### src/rtl/rse_pkg.sv
package rse_pkg;
  localparam int NODE_W  = 10;
  localparam int MADDR_W = 22;
  localparam int DATA_W  = 32;
  localparam int MASK_W  = 4;
  localparam int OP_W    = 2;
  localparam int ADDR_W  = NODE_W + MADDR_W;

  typedef enum logic [OP_W-1:0] {
    OP_NONE  = 2'b00,
    OP_STORE = 2'b01
  } rse_op_e;

  typedef struct packed {
    logic [NODE_W-1:0]  src_node;
    rse_op_e            op;
    logic [MASK_W-1:0]  mask;
    logic [DATA_W-1:0]  data;
    logic [NODE_W-1:0]  dst_node;
    logic [MADDR_W-1:0] maddr;
  } rse_flit_t;

  localparam int FLIT_W = $bits(rse_flit_t);
endpackage

### src/rtl/rse_classify.sv
module rse_classify
  import rse_pkg::*;
(
  input  logic [ADDR_W-1:0]  addr_i,
  input  logic [NODE_W-1:0]  my_node_i,
  output logic [NODE_W-1:0]  node_o,
  output logic [MADDR_W-1:0] maddr_o,
  output logic               is_local_o
);
  assign node_o     = addr_i[ADDR_W-1 -: NODE_W];
  assign maddr_o    = addr_i[MADDR_W-1:0];
  assign is_local_o = (node_o == my_node_i);
endmodule

### src/rtl/rse_flit_pack.sv
module rse_flit_pack
  import rse_pkg::*;
(
  input  logic [NODE_W-1:0]  src_node_i,
  input  logic [MASK_W-1:0]  mask_i,
  input  logic [DATA_W-1:0]  data_i,
  input  logic [NODE_W-1:0]  dst_node_i,
  input  logic [MADDR_W-1:0] maddr_i,
  output logic [FLIT_W-1:0]  flit_o
);
  rse_flit_t f;
  always_comb begin
    f.src_node = src_node_i;
    f.op       = OP_STORE;
    f.mask     = mask_i;
    f.data     = data_i;
    f.dst_node = dst_node_i;
    f.maddr    = maddr_i;
  end
  assign flit_o = f;
endmodule

### src/rtl/rse_credit_ctr.sv
module rse_credit_ctr #(
  parameter int CREDIT_MAX = 8,
  localparam int CNT_W = $clog2(CREDIT_MAX + 1)
) (
  input  logic             clk_i,
  input  logic             rst_ni,
  input  logic             take_i,
  input  logic             give_i,
  output logic [CNT_W-1:0] cnt_o
);
  localparam logic [CNT_W-1:0] MAXV = CNT_W'(CREDIT_MAX);
  logic [CNT_W-1:0] cnt_q;

  always_ff @(posedge clk_i) begin
    if (!rst_ni) cnt_q <= MAXV;
    else begin
      unique case ({take_i, give_i})
        2'b10:   cnt_q <= cnt_q - CNT_W'(1);
        2'b01:   cnt_q <= cnt_q + CNT_W'(1);
        default: cnt_q <= cnt_q;
      endcase
    end
  end
  assign cnt_o = cnt_q;

  assert_no_overflow_R3: assert property (@(posedge clk_i) disable iff (!rst_ni)
    cnt_q <= MAXV);
  assert_bounded_return_R3: assert property (@(posedge clk_i) disable iff (!rst_ni)
    (give_i && !take_i) |-> (cnt_q != MAXV));
  assert_no_take_empty_R4: assert property (@(posedge clk_i) disable iff (!rst_ni)
    take_i |-> (cnt_q != '0));
  assert_balance_hold_R5: assert property (@(posedge clk_i) disable iff (!rst_ni)
    (take_i && give_i) |=> $stable(cnt_q));
  assert_take_step_R3: assert property (@(posedge clk_i) disable iff (!rst_ni)
    (take_i && !give_i) |=> (cnt_q == $past(cnt_q) - CNT_W'(1)));
endmodule

### src/rtl/rse_endpoint.sv
module rse_endpoint
  import rse_pkg::*;
#(
  parameter int CREDIT_MAX = 8,
  parameter int CRED_W     = 9,
  localparam int CNT_W     = $clog2(CREDIT_MAX + 1)
) (
  input  logic               clk_i,
  input  logic               rst_ni,
  input  logic [NODE_W-1:0]  my_node_i,
  input  logic               req_valid_i,
  output logic               req_ready_o,
  input  logic               req_write_i,
  input  logic [ADDR_W-1:0]  req_addr_i,
  input  logic [DATA_W-1:0]  req_data_i,
  input  logic [MASK_W-1:0]  req_mask_i,
  output logic               mem_valid_o,
  input  logic               mem_ready_i,
  output logic               mem_write_o,
  output logic [MADDR_W-1:0] mem_addr_o,
  output logic [DATA_W-1:0]  mem_data_o,
  output logic [MASK_W-1:0]  mem_mask_o,
  output logic               flit_valid_o,
  input  logic               flit_ready_i,
  output logic [FLIT_W-1:0]  flit_o,
  input  logic               cred_valid_i,
  input  logic [CRED_W-1:0]  cred_node_i,
  output logic [CNT_W-1:0]   credit_cnt_o,
  output logic               rload_err_o
);
  logic [NODE_W-1:0]  dst_node;
  logic [MADDR_W-1:0] maddr;
  logic               is_local, rem_store, rem_load, have_credit;
  logic               inject, credit_in;
  logic [CNT_W-1:0]   cnt;

  rse_classify u_classify (
    .addr_i     (req_addr_i),
    .my_node_i  (my_node_i),
    .node_o     (dst_node),
    .maddr_o    (maddr),
    .is_local_o (is_local)
  );

  rse_flit_pack u_pack (
    .src_node_i (my_node_i),
    .mask_i     (req_mask_i),
    .data_i     (req_data_i),
    .dst_node_i (dst_node),
    .maddr_i    (maddr),
    .flit_o     (flit_o)
  );

  rse_credit_ctr #(.CREDIT_MAX(CREDIT_MAX)) u_credit (
    .clk_i  (clk_i),
    .rst_ni (rst_ni),
    .take_i (inject),
    .give_i (credit_in),
    .cnt_o  (cnt)
  );

  assign have_credit  = (cnt != '0);
  assign rem_store    = req_valid_i && !is_local && req_write_i;
  assign rem_load     = req_valid_i && !is_local && !req_write_i;
  assign flit_valid_o = rem_store && have_credit;
  assign inject       = flit_valid_o && flit_ready_i;
  assign credit_in    = cred_valid_i && (cred_node_i == my_node_i[CRED_W-1:0]);

  assign mem_valid_o  = req_valid_i && is_local;
  assign mem_write_o  = req_write_i;
  assign mem_addr_o   = maddr;
  assign mem_data_o   = req_data_i;
  assign mem_mask_o   = req_mask_i;

  always_comb begin
    if (is_local)         req_ready_o = mem_ready_i;
    else if (req_write_i) req_ready_o = have_credit && flit_ready_i;
    else                  req_ready_o = 1'b1;
  end

  assign rload_err_o  = rem_load;
  assign credit_cnt_o = cnt;

  assert_one_target_R1: assert property (@(posedge clk_i) disable iff (!rst_ni)
    $onehot0({mem_valid_o, flit_valid_o, rload_err_o}));
  assert_err_drops_R7: assert property (@(posedge clk_i) disable iff (!rst_ni)
    rload_err_o |-> (req_ready_o && !flit_valid_o && !mem_valid_o));
  assert_flit_src_R2: assert property (@(posedge clk_i) disable iff (!rst_ni)
    flit_valid_o |-> (flit_o[FLIT_W-1 -: NODE_W] == my_node_i));
  assert_hold_flit_R8: assert property (@(posedge clk_i) disable iff (!rst_ni)
    (flit_valid_o && !flit_ready_i) |-> !req_ready_o);
endmodule

### config.mk
export PLATFORM = sky130hd
export DESIGN_NAME = rse_endpoint
export DESIGN_NICKNAME = d
export VERILOG_FILES = /design/src/rtl/rse_pkg.sv /design/src/rtl/rse_classify.sv /design/src/rtl/rse_flit_pack.sv /design/src/rtl/rse_credit_ctr.sv /design/src/rtl/rse_endpoint.sv
export SDC_FILE = /design/constraint.sdc
export NUM_CORES = 1
export LEC_CHECK = 0
export ABC_AREA = 1
export ABC_CLOCK_PERIOD_IN_PS = 2200
export BUFFER_PORTS_ARGS = -buffer_cell sky130_fd_sc_hd__clkbuf_2
export CAP_MARGIN = 10
export CORE_AREA = 2 2 93 95
export CTS_BUF_LIST = sky130_fd_sc_hd__clkbuf_4
export CTS_CLUSTER_DIAMETER = 50
export DETAILED_ROUTE_END_ITERATION = 10
export DIE_AREA = 0 0 95 97
export HOLD_SLACK_MARGIN = 0.15
export PLACE_DENSITY = 0.6
export SLEW_MARGIN = 40
export SYNTH_ARGS = -nofsm -noshare
export SYNTH_HDL_FRONTEND = slang
export SYNTH_SLANG_ARGS = --single-unit
export TNS_END_PERCENT = 5
### constraint.sdc
create_clock -name clk_i -period 2.2 [get_ports clk_i]
set_clock_uncertainty 0.05 [all_clocks]
set_input_delay 0.22 -clock clk_i [delete_from_list [all_inputs] [get_ports clk_i]]
set_output_delay 0.22 -clock clk_i [all_outputs]
set_load 0.02 [all_outputs]
; Yosys cells after proc, flatten, opt, wreduce, memory -nomap -nowiden
; Cells that the tools add are included.
[word_totals]
reg_bits = 4
output_inout_bits = 147
word_cells = 22
[classes]
n_addsub = 2
eq_ne = 4
muxes = 3
n_reduce_logical = 12
[ops]
columns = operator, n
row1 = 10-bit == test, 1
row2 = 9-bit == test, 1
row3 = 1-bit logical AND, 8
row4 = 4-bit one-hot mux with 2 select lines, 1
row5 = "4-bit by 1-bit adder with 4-bit output, second input constant", 1
row6 = 4-bit nonzero test, 1
row7 = "4-bit by 1-bit subtractor with 4-bit output, second input constant", 1
row8 = "2-bit by 1-bit == test with 1-bit output, second input constant", 1
row9 = "2-bit == test, second input constant", 1
row10 = 1-bit logical NOT, 2
row11 = 1-bit 2-to-1 mux, 2
row12 = 2-bit nonzero test, 1

; Longest topological paths before layout
; Gate-level depths: netlist (run 1).
[depth]
ltp_word = 8
ltp_mapped = 17
mapped_depth_nobuf = 17

; Cells and area by module
; A second synthesis (run 1) with hierarchy kept.
[hier_totals]
hier_cells = 284
area_unflattened_um2 = 1801.7
[modules_own_cells]
columns = mod, n_inst, cells_each, area_each_um2, seq_area_each_um2
row1 = rse_flit_pack, 1, 82, 608.1, 0.0
row2 = rse_endpoint, 1, 89, 506.7, 0.0
row3 = rse_classify, 1, 76, 421.7, 0.0
row4 = rse_credit_ctr, 1, 37, 265.3, 80.1

; Worst setup path after synthesis (run 1)
; OpenSTA, ideal clock, no wires.
[synth_timing]
path_kind = flip-flop to flip-flop
from = reg u_credit.cnt_q[0] (netlist: u_credit.cnt_o[0])
to = reg u_credit.cnt_q[3] (netlist: u_credit.cnt_o[3])
arrival_time_ns = 1.895
required_time_ns = 2.088
setup_slack_ns = 0.193
stages_incl_launch_ff = 15
n_path_buf = 0
synth_period_minus_slack_ns = 2.007
cell_sequence = dfxtp_1 inv_1 nand3_1 nand2_1 inv_1 nand4_1 ha_1 inv_1 ha_1 nand2_1 nand2_1 nor2_1 xnor2_1 nand2_1 nand3_1
[synth_via]
elab_chain_cells = 5
[synth_rtl]
columns = item, line_no
row1 = "start, declared", rse_credit_ctr.sv:12  ; logic [CNT_W-1:0] cnt_q;
row2 = "start signal, assigned", rse_credit_ctr.sv:18  ; 2'b10: cnt_q <= cnt_q - CNT_W'(1);
row3 = "start signal, assigned", rse_credit_ctr.sv:19  ; 2'b01: cnt_q <= cnt_q + CNT_W'(1);
row4 = "start signal, assigned", rse_credit_ctr.sv:20  ; default: cnt_q <= cnt_q;
row5 = 4-bit nonzero test, rse_endpoint.sv:62  ; assign have_credit = (cnt != '0);
row6 = 1-bit logical AND, rse_endpoint.sv:65  ; assign flit_valid_o = rem_store && have_credit;
row7 = 1-bit logical AND, rse_endpoint.sv:66  ; assign inject = flit_valid_o && flit_ready_i;
row8 = 2-bit by 1-bit == test with 1-bit output / 2-bit == test (equally long branches), rse_credit_ctr.sv:17  ; unique case ({take_i, give_i})
row9 = 4-bit one-hot mux with 2 select lines / 2-bit nonzero test (equally long branches), -
; Parallel ways exist; a longest one is shown, timed or not.
; A chain may end at the register's enable or synchronous reset.

; Worst setup path in the final report (run 1)
[layout_timing]
from = in my_node_i[8]
to = reg u_credit.cnt_q[2] (netlist: u_credit.cnt_o[2])
[layout_via]
elab_chain_cells = 8
[layout_rtl]
columns = item, line_no
row1 = "start, declared", rse_endpoint.sv:10  ; input logic [NODE_W-1:0] my_node_i,
row2 = 10-bit == test, rse_classify.sv:12  ; assign is_local_o = (node_o == my_node_i);
row3 = 1-bit logical NOT, rse_endpoint.sv:63  ; assign rem_store = req_valid_i && !is_local && req_write_i;
row4 = 1-bit logical AND (2 in a row), rse_endpoint.sv:63
row5 = 1-bit logical AND, rse_endpoint.sv:65
row6 = 1-bit logical AND, rse_endpoint.sv:66
row7 = 2-bit by 1-bit == test with 1-bit output / 2-bit == test (equally long branches), rse_credit_ctr.sv:17
row8 = 4-bit one-hot mux with 2 select lines / 2-bit nonzero test (equally long branches), -
; Parallel ways exist; a longest one is shown, timed or not.

==> flow_metrics.env, run 1 <==
export IMPL_result_of_the_run="finished clean"
export IMPL_dpl_hpwl_mm=3.00
export IMPL_synthesis_nets=343
export IMPL_clkTransAtPathRegs_ns=0.04
export IMPL_multi_input_comb_area_um2=487
export IMPL_synth_top_cells_by_count="139 x buf_4, 28 x nand2_1, 17 x inv_1"
export IMPL_syn_cell_area_um2=1660
export IMPL_n_antenna_cell=0
export IMPL_synth_compound_gate_area_share_pct=3.10
export IMPL_muxShareOfSynthArea_pct=0
export IMPL_hold_viol=0
export IMPL_fillerInstances=923
export IMPL_final_hold_worst_slack_ns=0.390
export IMPL_final_design_area_no_fill_um2=1150
export IMPL_r2r_slack_ns=0.18
export IMPL_yosysUniqueCellTypes=23
export IMPL_post_synth_inst_count=245
export IMPL_finalCriticalPeriod_ns=2.02
export IMPL_start_kind="input pin"
export IMPL_critical_path_reg2reg_startpoint="u_credit.cnt_o[1]"
export IMPL_route_detailed_wl_per_inst_um=11.8
export IMPL_worst_skew_pair_late_latency_ns=0.24
export IMPL_adder_cell_area_share_of_the_yosys_netlist_pct=3.47
export IMPL_cts_root_buf="clkbuf_4"
export IMPL_synth_seq_cells=4
export IMPL_timing_setup_critical_path_class="input pin to flop"
export IMPL_critical_path_arrival_ns=2.10
export IMPL_synth_most_common_cell="buf_4"
export IMPL_min_delay_path_class="input pin to output port"
export IMPL_synthDominantAreaCellType="buf_4"
export IMPL_synth_seq_area_share_pct=4.83
export IMPL_global_route_overflow_total=0
export IMPL_critical_path_endpoint="u_credit.cnt_o[2]"
export IMPL_worst_r2r_cell_count=10
export IMPL_number_of_antenna_violations_at_the_first_check_in_global_routing=0
export IMPL_combinational_family_with_the_most_area_after_synthesis="buffers and inverters"
export IMPL_grt_util_all_layers_pct=6.73
export IMPL_cts_buffers_inserted=3
export IMPL_ir_worst_vdd_mv=0.0986
export IMPL_finalSetupTns_ns=0
export IMPL_die_area_um2=9220
export IMPL_final_nets=278
export IMPL_buffer_ports_inserted=64
export IMPL_top_level_ports=241
export IMPL_fin_util_pct=14.2
export IMPL_worstSetupStartpoint="my_node_i[8]"
export IMPL_finalWirelength_mm=3.33
export IMPL_timing_max_cap_violations=0
export IMPL_synth_async_sr_flop_share_pct=0
export IMPL_largest_register_ffs=4
export IMPL_critical_path_endpoint_type="flop"
export IMPL_cp_data_required_time_ns=2.28
export IMPL_final_max_slew_viol_count=0
export IMPL_netlist_top_cells_area="buf_4 63%, nand2_1 6.3%, dfxtp_1 4.8%, xnor2_1 4.2%, inv_1 3.9%"
export IMPL_drt_vias_per_instance=3.29
export IMPL_worstReg2RegEnd="u_credit.cnt_o[1]"
export IMPL_cts_tree="yes"
export IMPL_maxClockFrequency_mhz=494
export IMPL_xor_and_xnor_fraction_of_the_mapped_netlist_area_pct=6.34
export IMPL_synthToLayoutAreaGrowth_pct=-30.4
export IMPL_drt_initial_drc_count=11
export IMPL_p_per_area_nw_per_um2=330
export IMPL_synth_edff_count=0
export IMPL_ant_nets=0
export IMPL_crit_path_max_fanout=3
export IMPL_placement_cell_area_um2=1090
export IMPL_numClockSinks=4
export IMPL_ctsHtreeMaxLevel=1
export IMPL_core_area_um2=8130
export IMPL_total_power_uw=380
export IMPL_first_global_vias=907
export IMPL_yosys_most_used_dff="dfxtp_1"
export IMPL_grt_max_degree=8
export IMPL_report_final_setup_viol=0
export IMPL_via_count=931
export IMPL_yosys_warnings=0
export IMPL_drc_errors=0
export IMPL_initial_core_util_pct=20.4
export IMPL_drt_first_pass_iters=3
export IMPL_die_h_um=97
export IMPL_drive_gt1_share_pct=45.5
export IMPL_synth_top_cell_area_share_pct=63.0
export IMPL_routabilityCongestion=0.695
export IMPL_placement_rows=33
export IMPL_final_seq_area_um2=80.1
export IMPL_post_syn_area_per_cell_um2=6.76
export IMPL_post_synth_and_or_nand_nor_area_fraction_pct=14.5
export IMPL_die_width_um=95
export IMPL_tcrit_tclk_final_pct=92.0
export IMPL_static_leakage_power_uw=0.000642
export IMPL_global_route_wire_length_before_repair_mm=4.66
export IMPL_max_clock_path_buffers=2
## report_power, final
group	switching, uW	leakage, uW	total (uW)	internal (uW)
combinational	121	0.000596	205	84.1
clock	30.8	0.0000138	91.9	61.1
sequential	6.06	0.0000328	83.5	77.4
## cells by family after synthesis
logic type	Yosys count
buffers and inverters	158
AO/OA/AOI/OAI	8
flip-flops	4
AND/OR/NAND/NOR	57
other	2
adder cells (fa/ha/maj)	4
XOR/XNOR	12
## worst max-delay path, stage by stage
cell      delay [ns]
clkbuf_2        0.12
xnor2_1         0.21
o21ai_2         0.07
nor2_1          0.27
nand2_2         0.09
nand4_1         0.08
ha_1            0.17
inv_1           0.10
fa_1            0.40
xor2_1          0.17
o211ai_1        0.16
inv_1           0.05
## placed cells by master (no fill, tap or decap), types with 3 or more instances in the layout
| cell type | count |
|---|---|
| buf_4 | 4 |
| clkbuf_2 | 64 |
| clkbuf_4 | 3 |
| dfxtp_1 | 4 |
| inv_1 | 17 |
| nand2_1 | 28 |
| nand3_1 | 5 |
| nor2_1 | 14 |
| nor2_2 | 4 |
| xnor2_1 | 8 |
| xor2_1 | 3 |
## timing repair
item,in CTS,in global routing
pin swaps,0,2
hold buffers,1,0
resized for setup,1,3
hold endpoints to repair,1,0
setup buffers,0,0
setup endpoints to repair,1,3
## routing by layer
layer / GRT usage [%] / wire [um] / up-vias
li1: - / - / 467
met1: 5.39 / 925 / 374
met2: 12.8 / 1820 / 53
met3: 1.87 / 376 / 37
met4: 5.80 / 208 / 0
met5: 0 / 0 / -
## through the flow
stage               worst slack [ns]  instances
finish                         0.177        283
global route                -0.00163        283
CTS                           0.0484        283
detailed placement            -0.245        279
global placement              -0.179        279
floorplan                      0.193        245
## layout make-up
class | count | share of cell area, %
multi-input combinational | 83 | 42.2
timing repair buffer | 69 | 31.3
tap | 105 | 11.4
sequential | 4 | 6.95
inverter | 19 | 6.19
clock buffer | 3 | 1.95
## worst min path at each step
stage          slack, ns      startpoint                end  depth (start not counted)
4_1_cts             0.39   req_data_i[7]         flit_o[39]                          0
5_1_grt             0.39  req_data_i[27]         flit_o[59]                          0
3_3_place_gp        0.39          rst_ni  u_credit.cnt_o[3]                          2
6_report            0.39   req_addr_i[2]          flit_o[2]                          0
2_1_floorplan       0.25          rst_ni  u_credit.cnt_o[3]                          1
3_5_place_dp        0.39          rst_ni  u_credit.cnt_o[3]                          2
No activity file was read; power rests on OpenSTA's default activity.
==> inputs of run 2 (changes only) <==
CTS_BUF_LIST = sky130_fd_sc_hd__clkbuf_4 sky130_fd_sc_hd__clkbuf_8 sky130_fd_sc_hd__clkbuf_16   (was sky130_fd_sc_hd__clkbuf_4)
TNS_END_PERCENT = not set   (was 5)
==> flow_metrics.env, run 2 (same netlist as run 1, synthesis figures left out) <==
export IMPL_route_detailed_wl_per_inst_um=11.7
export IMPL_routabilityCongestion=0.695
export IMPL_drc_errors=0
export IMPL_report_final_setup_viol=0
export IMPL_largest_register_ffs=4
export IMPL_grt_util_all_layers_pct=6.59
export IMPL_maxClockFrequency_mhz=489
export IMPL_worst_skew_pair_late_latency_ns=0.22
export IMPL_tcrit_tclk_final_pct=92.9
export IMPL_global_route_overflow_total=0
export IMPL_n_antenna_cell=0
export IMPL_min_delay_path_class="input pin to flop"
export IMPL_max_clock_path_buffers=2
export IMPL_via_count=925
export IMPL_final_seq_area_um2=80.1
export IMPL_fin_cells=282
export IMPL_global_route_wire_length_before_repair_mm=4.60
export IMPL_result_of_the_run="finished clean"
export IMPL_cts_tree="yes"
export IMPL_buffer_ports_inserted=64
export IMPL_first_global_vias=902
export IMPL_core_area_um2=8130
export IMPL_placement_rows=33
export IMPL_post_cts_setup_buffers=0
export IMPL_timing_setup_critical_path_class="input pin to flop"
export IMPL_static_leakage_power_uw=0.000646
export IMPL_mostFrequentLayoutCell="clkbuf_2"
export IMPL_start_kind="input pin"
export IMPL_placement_cell_area_um2=1090
export IMPL_multi_input_comb_area_um2=487
export IMPL_number_of_placed_instances_with_taps_included=279
export IMPL_post_cts_hold_buffer_count=0
export IMPL_die_area_um2=9220
export IMPL_cp_data_required_time_ns=2.26
export IMPL_clkTransAtPathRegs_ns=0.03
export IMPL_final_max_slew_viol_count=0
export IMPL_final_nets=277
export IMPL_layout_cells_most_common_list="64 x clkbuf_2, 28 x nand2_1, 17 x inv_1, 14 x nor2_1, 8 x xnor2_1"
export IMPL_finalCriticalPeriod_ns=2.04
export IMPL_final_design_area_no_fill_um2=1160
export IMPL_crit_path_max_fanout=3
export IMPL_drt_vias_per_instance=3.28
export IMPL_drt_first_pass_iters=3
export IMPL_p_per_area_nw_per_um2=379
export IMPL_number_of_antenna_violations_at_the_first_check_in_global_routing=0
export IMPL_ir_worst_vdd_mv=0.117
export IMPL_critical_path_arrival_ns=2.10
export IMPL_initial_core_util_pct=20.4
export IMPL_top_level_ports=241
export IMPL_ant_nets=0
export IMPL_fillerInstances=922
export IMPL_grt_max_degree=8
export IMPL_synthToLayoutAreaGrowth_pct=-29.9
export IMPL_cts_root_buf="clkbuf_8"
export IMPL_drive_gt1_share_pct=45.8
export IMPL_numClockSinks=4
export IMPL_fin_util_pct=14.3
export IMPL_dpl_hpwl_mm=3.00
export IMPL_ctsHtreeMaxLevel=1
export IMPL_die_h_um=97
export IMPL_hold_viol=0
export IMPL_grt_setup_unrepaired="no"
export IMPL_critical_path_endpoint_type="flop"
export IMPL_cts_buffers_inserted=3
export IMPL_timing_max_cap_violations=0
export IMPL_drt_initial_drc_count=11
export IMPL_finalWirelength_mm=3.29
export IMPL_die_width_um=95
## run 2: per-stage QoR
stage          hold WS (ns)  setup WS, ns  total power (uW)  TNS, ns
6_report              0.168         0.156               441        0
5_1_grt               0.195       0.00266               475        0
4_1_cts               0.163        0.0263               448        0
3_5_place_dp          0.386        -0.245               289   -0.630
3_3_place_gp          0.385        -0.179               287   -0.424
2_1_floorplan         0.254         0.193               531        0
## run 2: path summary, 6_finish.rpt
check / start / to / slack (ns) / depth (start not counted)
setup / recovery: my_node_i[8] / u_credit.cnt_o[2] / 0.16 / 12
hold / removal: rst_ni / u_credit.cnt_o[3] / 0.17 / 2
hold reg to reg: u_credit.cnt_o[3] / u_credit.cnt_o[3] / 0.49 / 2
setup reg to reg: u_credit.cnt_o[1] / u_credit.cnt_o[1] / 0.20 / 10
## run 2: timing repair
action	CTS	global route
gates resized for setup	1	3
setup endpoints to repair	2	3
pin swaps	0	2
hold endpoints to repair	0	0
## run 2: power by group
part | internal (uW) | switching [uW]
sequential | 77.6 | 5.96
clock | 117 | 37.7
combinational | 82.8 | 120
## run 2: routing by layer
| layer | up-vias | share of wire, % | track usage, % |
|---|---|---|---|
| li1 | 464 | - | - |
| met1 | 370 | 28 | 5.34 |
| met2 | 54 | 54 | 12.5 |
| met3 | 37 | 11 | 1.64 |
| met4 | 0 | 6.3 | 5.80 |
| met5 | - | 0 | 0 |
## run 2: final cells by class
cell class                 instances  share of cell area, %
clock buffer                       3                   3.56
inverter                          19                   6.14
multi-input combinational         83                   41.9
sequential                         4                   6.90
tap                              105                   11.3
timing repair buffer              68                   30.2
## run 2: critical path: stages
cell and delay, ns:
clkbuf_2 0.12, xnor2_1 0.21, o21ai_2 0.07, nor2_1 0.27
nand2_2 0.09, nand4_1 0.08, ha_1 0.17, inv_1 0.10
fa_1 0.40, xor2_1 0.16, o211ai_1 0.16, inv_1 0.05
